File: config.mk
export PLATFORM = sky130hd
export DESIGN_NAME = axil_regbank
export DESIGN_NICKNAME = d
export VERILOG_FILES = /design/src/rtl/axil_regbank_pkg.sv /design/src/rtl/axil_wr_path.sv /design/src/rtl/axil_rd_path.sv /design/src/rtl/axil_reg_file.sv /design/src/rtl/axil_regbank.sv
export SDC_FILE = /design/constraint.sdc
export NUM_CORES = 1
export LEC_CHECK = 0
export BUFFER_PORTS_ARGS = -buffer_cell sky130_fd_sc_hd__buf_2
export CORE_ASPECT_RATIO = 0.75
export CORE_MARGIN = 3
export CORE_UTILIZATION = 40
export DETAILED_ROUTE_END_ITERATION = 8
export SLEW_MARGIN = 40
export SYNTH_ARGS = -nofsm -noshare
export SYNTH_HDL_FRONTEND = slang
export SYNTH_SLANG_ARGS = --single-unit
File: constraint.sdc
create_clock -name clk -period 1.9 [get_ports clk]
set_clock_uncertainty 0.05 [all_clocks]
set_input_delay 0.19 -clock clk [delete_from_list [all_inputs] [get_ports clk]]
set_output_delay 0.19 -clock clk [all_outputs]
set_load 0.02 [all_outputs]
File: src/rtl/axil_regbank_pkg.sv
package axil_regbank_pkg;

    typedef logic [1:0] resp_t;

    localparam resp_t RESP_OKAY   = 2'b00;
    localparam resp_t RESP_SLVERR = 2'b10;

    // Bit of the protection field that marks an instruction fetch
    localparam int PROT_FETCH_BIT = 2;

endpackage

File: src/rtl/axil_wr_path.sv
module axil_wr_path
    import axil_regbank_pkg::*;
#(
    parameter int ADDR_W       = 8,
    parameter int DATA_W       = 32,
    parameter int NUM_REGS     = 4,
    parameter bit REJECT_FETCH = 1'b1,
    localparam int STRB_W      = DATA_W / 8,
    localparam int IDX_W       = $clog2(NUM_REGS)
) (
    input  logic              clk,
    input  logic              rst_n,
    input  logic [ADDR_W-1:0] awaddr_i,
    input  logic [2:0]        awprot_i,
    input  logic              awvalid_i,
    output logic              awready_o,
    input  logic [DATA_W-1:0] wdata_i,
    input  logic [STRB_W-1:0] wstrb_i,
    input  logic              wvalid_i,
    output logic              wready_o,
    output resp_t             bresp_o,
    output logic              bvalid_o,
    input  logic              bready_i,
    output logic              we_o,
    output logic [IDX_W-1:0]  widx_o,
    output logic [DATA_W-1:0] wdata_o,
    output logic [STRB_W-1:0] wstrb_o
);

    typedef struct packed {
        logic              run;
        logic              aw_full;
        logic [IDX_W-1:0]  idx;
        logic              fetch;
        logic              w_full;
        logic [DATA_W-1:0] data;
        logic [STRB_W-1:0] strb;
        logic              bvalid;
        resp_t             bresp;
    } wr_state_t;

    wr_state_t st_d, st_q;

    logic              aw_hs, w_hs, have_aw, have_w, commit, reject;
    logic [IDX_W-1:0]  idx_now;
    logic              fetch_now;
    logic [DATA_W-1:0] data_now;
    logic [STRB_W-1:0] strb_now;

    always_comb begin
        st_d      = st_q;
        st_d.run  = 1'b1;

        awready_o = st_q.run & ~st_q.aw_full & ~st_q.bvalid;
        wready_o  = st_q.run & ~st_q.w_full  & ~st_q.bvalid;
        aw_hs     = awvalid_i & awready_o;
        w_hs      = wvalid_i  & wready_o;

        have_aw   = st_q.aw_full | aw_hs;
        have_w    = st_q.w_full  | w_hs;
        idx_now   = st_q.aw_full ? st_q.idx   : awaddr_i[IDX_W+1:2];
        fetch_now = st_q.aw_full ? st_q.fetch : awprot_i[PROT_FETCH_BIT];
        data_now  = st_q.w_full  ? st_q.data  : wdata_i;
        strb_now  = st_q.w_full  ? st_q.strb  : wstrb_i;

        commit    = have_aw & have_w;
        reject    = REJECT_FETCH & fetch_now;

        if (bvalid_o && bready_i) begin
            st_d.bvalid = 1'b0;
        end

        if (commit) begin
            st_d.aw_full = 1'b0;
            st_d.w_full  = 1'b0;
            st_d.bvalid  = 1'b1;
            st_d.bresp   = reject ? RESP_SLVERR : RESP_OKAY;
        end else begin
            if (aw_hs) begin
                st_d.aw_full = 1'b1;
                st_d.idx     = idx_now;
                st_d.fetch   = fetch_now;
            end
            if (w_hs) begin
                st_d.w_full = 1'b1;
                st_d.data   = data_now;
                st_d.strb   = strb_now;
            end
        end

        we_o    = commit & ~reject;
        widx_o  = idx_now;
        wdata_o = data_now;
        wstrb_o = strb_now;
    end

    always_ff @(posedge clk) begin
        if (!rst_n) st_q <= '0;
        else        st_q <= st_d;
    end

    assign bvalid_o = st_q.bvalid;
    assign bresp_o  = st_q.bresp;

    logic unused_wr_bits;
    assign unused_wr_bits = ^{awaddr_i, awprot_i};

    // a pending write response waits for the master, code unchanged
    a_r5_bvalid_held: assert property (@(posedge clk) disable iff (!rst_n)
        bvalid_o && !bready_i |=> bvalid_o && $stable(bresp_o));

    // nothing new is accepted while a write response is pending
    a_r5_no_accept_pending: assert property (@(posedge clk) disable iff (!rst_n)
        bvalid_o |-> !awready_o && !wready_o);

    // an address alone never produces a response
    a_r2_wait_for_data: assert property (@(posedge clk) disable iff (!rst_n)
        awvalid_i && awready_o && !(wvalid_i && wready_o) && !st_q.w_full |=> !bvalid_o);

    // data alone never produces a response
    a_r2_wait_for_addr: assert property (@(posedge clk) disable iff (!rst_n)
        wvalid_i && wready_o && !(awvalid_i && awready_o) && !st_q.aw_full |=> !bvalid_o);

endmodule

File: src/rtl/axil_rd_path.sv
module axil_rd_path
    import axil_regbank_pkg::*;
#(
    parameter int ADDR_W       = 8,
    parameter int DATA_W       = 32,
    parameter int NUM_REGS     = 4,
    parameter bit REJECT_FETCH = 1'b1,
    localparam int IDX_W       = $clog2(NUM_REGS)
) (
    input  logic              clk,
    input  logic              rst_n,
    input  logic [ADDR_W-1:0] araddr_i,
    input  logic [2:0]        arprot_i,
    input  logic              arvalid_i,
    output logic              arready_o,
    output logic [DATA_W-1:0] rdata_o,
    output resp_t             rresp_o,
    output logic              rvalid_o,
    input  logic              rready_i,
    output logic [IDX_W-1:0]  ridx_o,
    input  logic [DATA_W-1:0] reg_data_i
);

    typedef struct packed {
        logic              run;
        logic              rvalid;
        logic [DATA_W-1:0] rdata;
        resp_t             rresp;
    } rd_state_t;

    rd_state_t st_d, st_q;
    logic      ar_hs, reject;

    always_comb begin
        st_d      = st_q;
        st_d.run  = 1'b1;
        arready_o = st_q.run & ~st_q.rvalid;
        ar_hs     = arvalid_i & arready_o;
        ridx_o    = araddr_i[IDX_W+1:2];
        reject    = REJECT_FETCH & arprot_i[PROT_FETCH_BIT];

        if (st_q.rvalid && rready_i) begin
            st_d.rvalid = 1'b0;
        end
        if (ar_hs) begin
            st_d.rvalid = 1'b1;
            st_d.rdata  = reject ? '0 : reg_data_i;
            st_d.rresp  = reject ? RESP_SLVERR : RESP_OKAY;
        end
    end

    always_ff @(posedge clk) begin
        if (!rst_n) st_q <= '0;
        else        st_q <= st_d;
    end

    assign rvalid_o = st_q.rvalid;
    assign rdata_o  = st_q.rdata;
    assign rresp_o  = st_q.rresp;

    logic unused_rd_bits;
    assign unused_rd_bits = ^{araddr_i, arprot_i};

    // the read response is held until accepted
    a_r6_rvalid_held: assert property (@(posedge clk) disable iff (!rst_n)
        rvalid_o && !rready_i |=> rvalid_o && $stable(rdata_o) && $stable(rresp_o));

    // no read address accepted while a read response is pending
    a_r6_arready_low: assert property (@(posedge clk) disable iff (!rst_n)
        rvalid_o |-> !arready_o);

    // a fetch-marked read answers SLVERR with zero data
    a_r9_fetch_read: assert property (@(posedge clk) disable iff (!rst_n)
        REJECT_FETCH && arvalid_i && arready_o && arprot_i[PROT_FETCH_BIT]
        |=> rvalid_o && rresp_o == RESP_SLVERR && rdata_o == '0);

endmodule

File: src/rtl/axil_reg_file.sv
module axil_reg_file #(
    parameter int DATA_W   = 32,
    parameter int NUM_REGS = 4,
    localparam int STRB_W  = DATA_W / 8,
    localparam int IDX_W   = $clog2(NUM_REGS)
) (
    input  logic              clk,
    input  logic              rst_n,
    input  logic              we_i,
    input  logic [IDX_W-1:0]  widx_i,
    input  logic [DATA_W-1:0] wdata_i,
    input  logic [STRB_W-1:0] wstrb_i,
    input  logic [IDX_W-1:0]  ridx_i,
    output logic [DATA_W-1:0] rdata_o
);

    logic [NUM_REGS-1:0][DATA_W-1:0] regs_d, regs_q;

    always_comb begin
        regs_d = regs_q;
        if (we_i) begin
            for (int lane = 0; lane < STRB_W; lane++) begin
                if (wstrb_i[lane]) begin
                    regs_d[widx_i][lane*8 +: 8] = wdata_i[lane*8 +: 8];
                end
            end
        end
    end

    always_ff @(posedge clk) begin
        if (!rst_n) regs_q <= '0;
        else        regs_q <= regs_d;
    end

    assign rdata_o = regs_q[ridx_i];

    // an empty strobe leaves the whole bank untouched
    a_r4_zero_strobe: assert property (@(posedge clk) disable iff (!rst_n)
        we_i && wstrb_i == '0 |=> regs_q == $past(regs_q));

    for (genvar j = 0; j < STRB_W; j++) begin : g_lane_chk
        // a selected lane takes the new byte
        a_r3_lane_written: assert property (@(posedge clk) disable iff (!rst_n)
            we_i && wstrb_i[j]
            |=> regs_q[$past(widx_i)][j*8 +: 8] == $past(wdata_i[j*8 +: 8]));
        // an unselected lane keeps its byte
        a_r3_lane_kept: assert property (@(posedge clk) disable iff (!rst_n)
            we_i && !wstrb_i[j]
            |=> regs_q[$past(widx_i)][j*8 +: 8] == $past(regs_q[widx_i][j*8 +: 8]));
    end

endmodule

File: src/rtl/axil_regbank.sv
module axil_regbank
    import axil_regbank_pkg::*;
#(
    parameter int ADDR_W       = 8,
    parameter int DATA_W       = 32,
    parameter int NUM_REGS     = 4,
    parameter bit REJECT_FETCH = 1'b1,
    localparam int STRB_W      = DATA_W / 8,
    localparam int IDX_W       = $clog2(NUM_REGS)
) (
    input  logic              clk,
    input  logic              rst_n,
    input  logic [ADDR_W-1:0] s_awaddr,
    input  logic [2:0]        s_awprot,
    input  logic              s_awvalid,
    output logic              s_awready,
    input  logic [DATA_W-1:0] s_wdata,
    input  logic [STRB_W-1:0] s_wstrb,
    input  logic              s_wvalid,
    output logic              s_wready,
    output logic [1:0]        s_bresp,
    output logic              s_bvalid,
    input  logic              s_bready,
    input  logic [ADDR_W-1:0] s_araddr,
    input  logic [2:0]        s_arprot,
    input  logic              s_arvalid,
    output logic              s_arready,
    output logic [DATA_W-1:0] s_rdata,
    output logic [1:0]        s_rresp,
    output logic              s_rvalid,
    input  logic              s_rready
);

    logic              we;
    logic [IDX_W-1:0]  widx, ridx;
    logic [DATA_W-1:0] wdata, reg_rdata;
    logic [STRB_W-1:0] wstrb;

    axil_wr_path #(
        .ADDR_W(ADDR_W), .DATA_W(DATA_W), .NUM_REGS(NUM_REGS), .REJECT_FETCH(REJECT_FETCH)
    ) u_wr (
        .clk(clk), .rst_n(rst_n),
        .awaddr_i(s_awaddr), .awprot_i(s_awprot), .awvalid_i(s_awvalid), .awready_o(s_awready),
        .wdata_i(s_wdata), .wstrb_i(s_wstrb), .wvalid_i(s_wvalid), .wready_o(s_wready),
        .bresp_o(s_bresp), .bvalid_o(s_bvalid), .bready_i(s_bready),
        .we_o(we), .widx_o(widx), .wdata_o(wdata), .wstrb_o(wstrb)
    );

    axil_rd_path #(
        .ADDR_W(ADDR_W), .DATA_W(DATA_W), .NUM_REGS(NUM_REGS), .REJECT_FETCH(REJECT_FETCH)
    ) u_rd (
        .clk(clk), .rst_n(rst_n),
        .araddr_i(s_araddr), .arprot_i(s_arprot), .arvalid_i(s_arvalid), .arready_o(s_arready),
        .rdata_o(s_rdata), .rresp_o(s_rresp), .rvalid_o(s_rvalid), .rready_i(s_rready),
        .ridx_o(ridx), .reg_data_i(reg_rdata)
    );

    axil_reg_file #(
        .DATA_W(DATA_W), .NUM_REGS(NUM_REGS)
    ) u_regs (
        .clk(clk), .rst_n(rst_n),
        .we_i(we), .widx_i(widx), .wdata_i(wdata), .wstrb_i(wstrb),
        .ridx_i(ridx), .rdata_o(reg_rdata)
    );

    // a rejected write never reaches the register bank
    a_r9_fetch_write_blocked: assert property (@(posedge clk) disable iff (!rst_n)
        s_bvalid && s_bresp == RESP_SLVERR |-> !we);

endmodule

==> results.py <==
metrics = {
    "grt": {
        "antenna_found_initial": 0,
        "gr-total-overflow": 0,
        "groute.layer.met2.usage": 0.270,
        "groute.usage.overall": 0.168,
        "grt_first_pass_wirelength_mm": 32.6,
        "gr-max-usage-layer": "met2",
        "grt_pass1_vias": 6010,
        "globalRouteMet3Util": 0.0290,
        "grt_start_max_net_pins": 69,
        "groute.layer.met1.usage": 0.240,
    },
    "floorplan": {
        "initial_utilization": 0.416,
        "die_h_microns": 136,
        "floorplan.core_area_sq_um": 21600,
        "chipWidth_microns": 179,
        "floorplan.rows": 46,
        "fp.dieArea_sq_um": 24400,
        "design.portCount": 106,
    },
    "worst_setup_path": {
        "worstSetupPathType": "flop to output pin",
        "timing.rr.start": "u_wr.st_q[43]$_SDFFE_PP0P_",
        "critical_path_arrival_ps": 1560,
        "timing.critical_path.from_type": "flop",
        "worst_r2r_endpoint": "u_regs.regs_q[12]$_SDFFE_PN0P_",
        "critical_path_end_type": "output pin",
        "top_fanout_value_on_the_critical_path": 13,
        "r2r.worst_path.cells": 6,
        "reg2reg_slack_ps": 110,
        "cp.required_ps": 1660,
    },
    "synth": {
        "synth_top_flop_cell": "sky130_fd_sc_hd__dfxtp_1",
        "synth.yosys.seq_area_share": 0.458,
        "synthesis.instances": 848,
        "synth.ff_latch_count": 206,
        "synthDistinctLibCells": 30,
        "synth_edf_count": 0,
        "mappedNetlistArea_sq_um": 9010,
        "avgSynthCellArea_sq_um": 10.6,
        "synth-warning-count": 0,
        "synth_area_leaders": "sky130_fd_sc_hd__dfxtp_1 (46%), sky130_fd_sc_hd__mux2i_1 (15%), sky130_fd_sc_hd__mux4_2 (8.0%)",
        "ys_async_sr_fraction": 0,
        "synthDominantAreaCellType": "sky130_fd_sc_hd__dfxtp_1",
        "yosys.area.top_type_share": 0.458,
    },
    "power_and_ir_drop": {
        "power_frac_comb": 0.084,
        "swShare": 0.230,
        "total_power_mw": 9.16,
        "switching_pwr_mw": 2.11,
        "cellLeakagePower_nw": 4.76,
        "peak_supply_drop_v": 0.000560,
        "clock_power_share": 0.436,
        "sequential_group_share_of_total_power": 0.481,
        "internal-power_mw": 7.05,
        "power.density_cell_area_nw_per_um2": 865,
    },
    "clock_network": {
        "clock_network_latency_to_the_later_pin_of_the_worst_skew_pair_ps": 490,
        "tritoncts_num_sinks": 206,
        "cts_buffer_depth": 3,
        "ctsRootBufferMaster": "sky130_fd_sc_hd__clkbuf_16",
        "cts_max_level": 1,
        "cts_tree": "built",
        "path_clk_slew_ps": 60,
        "cts_setup_buffers": 0,
        "numCtsBuffers": 21,
    },
    "placed_design": {
        "place.gp.congestion": 0.743,
        "detailedPlacementHpwl_mm": 13.5,
        "number_of_port_buffers": 87,
    },
    "detailed_routing": {
        "drc": 0,
        "route.vias.total": 6217,
        "drt_wl_total_mm": 20.3,
        "post_drt_via_cell_ratio": 5.12,
        "drt_pre_antenna_iters": 4,
        "initial_detailed_routing_violation_count": 278,
        "wl_per_cell_microns": 16.7,
        "final_antenna_net_count": 0,
    },
    "cells_and_area": {
        "diodes": 0,
        "total_area_of_multi_input_combinational_cells_sq_um": 4400,
        "drive_above_1_share": 0.268,
        "layout.area.seq_sq_um": 4130,
        "n_fill_cell": 2023,
        "post_synthesis_to_final_layout_area_growth_pct": 17.6,
        "finish.net_count": 980,
    },
    "hold_path": {
        "whs_path_depth": 3,
        "worst_hold_path.endpoint": "u_wr.bvalid_o$_SDFFE_PN0P_",
        "worst_hold_startpoint": "s_bready",
        "hold_crit_path_type": "primary input to flop",
    },
    "run": {
        "cap_violations": 0,
    },
    "status": {
        "status": "finished, final reports clean",
    },
    "timing": {
        "report.final.setup_viol": 0,
        "worst_hold_slack_ps": 22.3,
        "fin_setup_tns_ps": 0,
        "relSlewSlack": 0.621,
        "rsz_0062_raised_after_global_routing": "false",
        "finalCriticalPeriod_ps": 1800,
        "timing.final.max_slew_violations": 0,
        "max_freq_ghz": 0.554,
        "period_share": 0.949,
        "tightestPinTransition_ps": 568,
        "finalHoldViolations": 0,
    },
}
final cells by class:
| type | instances | share of cell area |
|---|---|---|
| Timing Repair Buffer | 132 | 0.0975 |
| Clock inverter | 4 | 0.00425 |
| Multi-Input combinational cell | 551 | 0.416 |
| Sequential cell | 206 | 0.390 |
| Clock buffer | 31 | 0.0579 |
| Inverter | 3 | 0.00106 |
| Tap cell | 288 | 0.0340 |
stage by stage:
stage	area [sq um]	setup WS, ps	std cells	util
2_1_floorplan	9020	43.1	849	-
3_3_place_gp	9820	127	1171	0.454
3_5_place_dp	9820	105	1171	0.454
4_1_cts	10600	53.5	1214	0.488
5_1_grt	10600	30.0	1215	0.490
6_report	10600	96.2	1215	0.490
synth_stat cells (3+ instances only):
cell type / number
sky130_fd_sc_hd__nand2_1: 162
sky130_fd_sc_hd__a21oi_1: 3
sky130_fd_sc_hd__nand2b_1: 4
sky130_fd_sc_hd__mux4_2: 32
sky130_fd_sc_hd__buf_2: 7
sky130_fd_sc_hd__clkbuf_1: 38
sky130_fd_sc_hd__buf_1: 7
sky130_fd_sc_hd__nand3_4: 9
sky130_fd_sc_hd__nand3_2: 7
sky130_fd_sc_hd__o21ai_0: 32
sky130_fd_sc_hd__mux2_2: 37
sky130_fd_sc_hd__mux2i_1: 136
sky130_fd_sc_hd__a22oi_1: 32
sky130_fd_sc_hd__nor2_1: 7
sky130_fd_sc_hd__nand3_1: 34
sky130_fd_sc_hd__dfxtp_1: 206
sky130_fd_sc_hd__buf_4: 36
sky130_fd_sc_hd__nor2b_1: 43
sky130_fd_sc_hd__inv_1: 3
critical path: stages (launching register included):
cell	delay, ps
sky130_fd_sc_hd__dfxtp_4	400
sky130_fd_sc_hd__buf_4	220
sky130_fd_sc_hd__nor3b_4	250
sky130_fd_sc_hd__buf_2	210
how the worst max path moves through the flow:
stage	slack, ps	cells after the start	start	endpoint
floorplan	40	5	u_wr.st_q[43]$_SDFFE_PP0P_	u_regs.regs_q[64]$_SDFFE_PN0P_
global placement	130	6	u_wr.st_q[39]$_SDFFE_PP0P_	u_regs.regs_q[51]$_SDFFE_PN0P_
detailed placement	110	7	u_wr.st_q[43]$_SDFFE_PP0P_	u_regs.regs_q[45]$_SDFFE_PN0P_
CTS	50	3	u_wr.st_q[39]$_SDFFE_PP0P_	s_wready
global route	30	3	u_wr.st_q[39]$_SDFFE_PP0P_	s_wready
finish	100	3	u_wr.st_q[39]$_SDFFE_PP0P_	s_wready
power groups by stage:
stage               Sequential [mW]  Combinational [mW]  Clock (mW)
floorplan                      4.49               0.491           0
global placement               4.50               0.746           0
detailed placement             4.50               0.751           0
CTS                            4.40               0.767        4.09
global route                   4.41               0.834        4.25
finish                         4.41               0.766        3.99
sequential cells by signal, indices dropped and copies added (netlist names):
register / cells
u_wr.bresp_o: 1
u_rd.st_q: 1
u_rd.rdata_o: 32
u_regs.regs_q: 128
u_wr.bvalid_o: 1
u_rd.rvalid_o: 1
u_wr.st_q: 41
u_rd.rresp_o: 1
logic make-up after synthesis:
group	synth area share
AND/OR/NAND/NOR	0.150
flip-flops	0.458
multiplexers	0.277
buffers and inverters	0.0561
AO/OA/AOI/OAI	0.0584
other	0.000416
per-layer routing:
layer / share of wire / vias up
met5: 0 / -
met4: 0.015 / 0
met3: 0.045 / 27
met2: 0.45 / 120
met1: 0.49 / 2995
li1: - / 3075
cells in the final DEF, fill, tap and decap left out, drive strengths merged, types with 3 or more instances in the layout:
cell         count
a21oi            3
a22oi           32
buf            123
clkbuf          32
clkinv           3
dfxtp          206
dlygate4sd3      8
inv              3
mux2            37
mux2i          136
mux4            32
nand2          162
nand2b           4
nand3           50
nor2             7
nor2b           43
o21ai           32
o32ai            4
repair_timing:
action                                  in CTS  in global routing
hold buffers                                 8                  0
endpoints found under the setup margin       0                 17
resized for setup                            0                  4
endpoints found under the hold margin        8                  0
No activity file was read; power rests on OpenSTA's default activity.
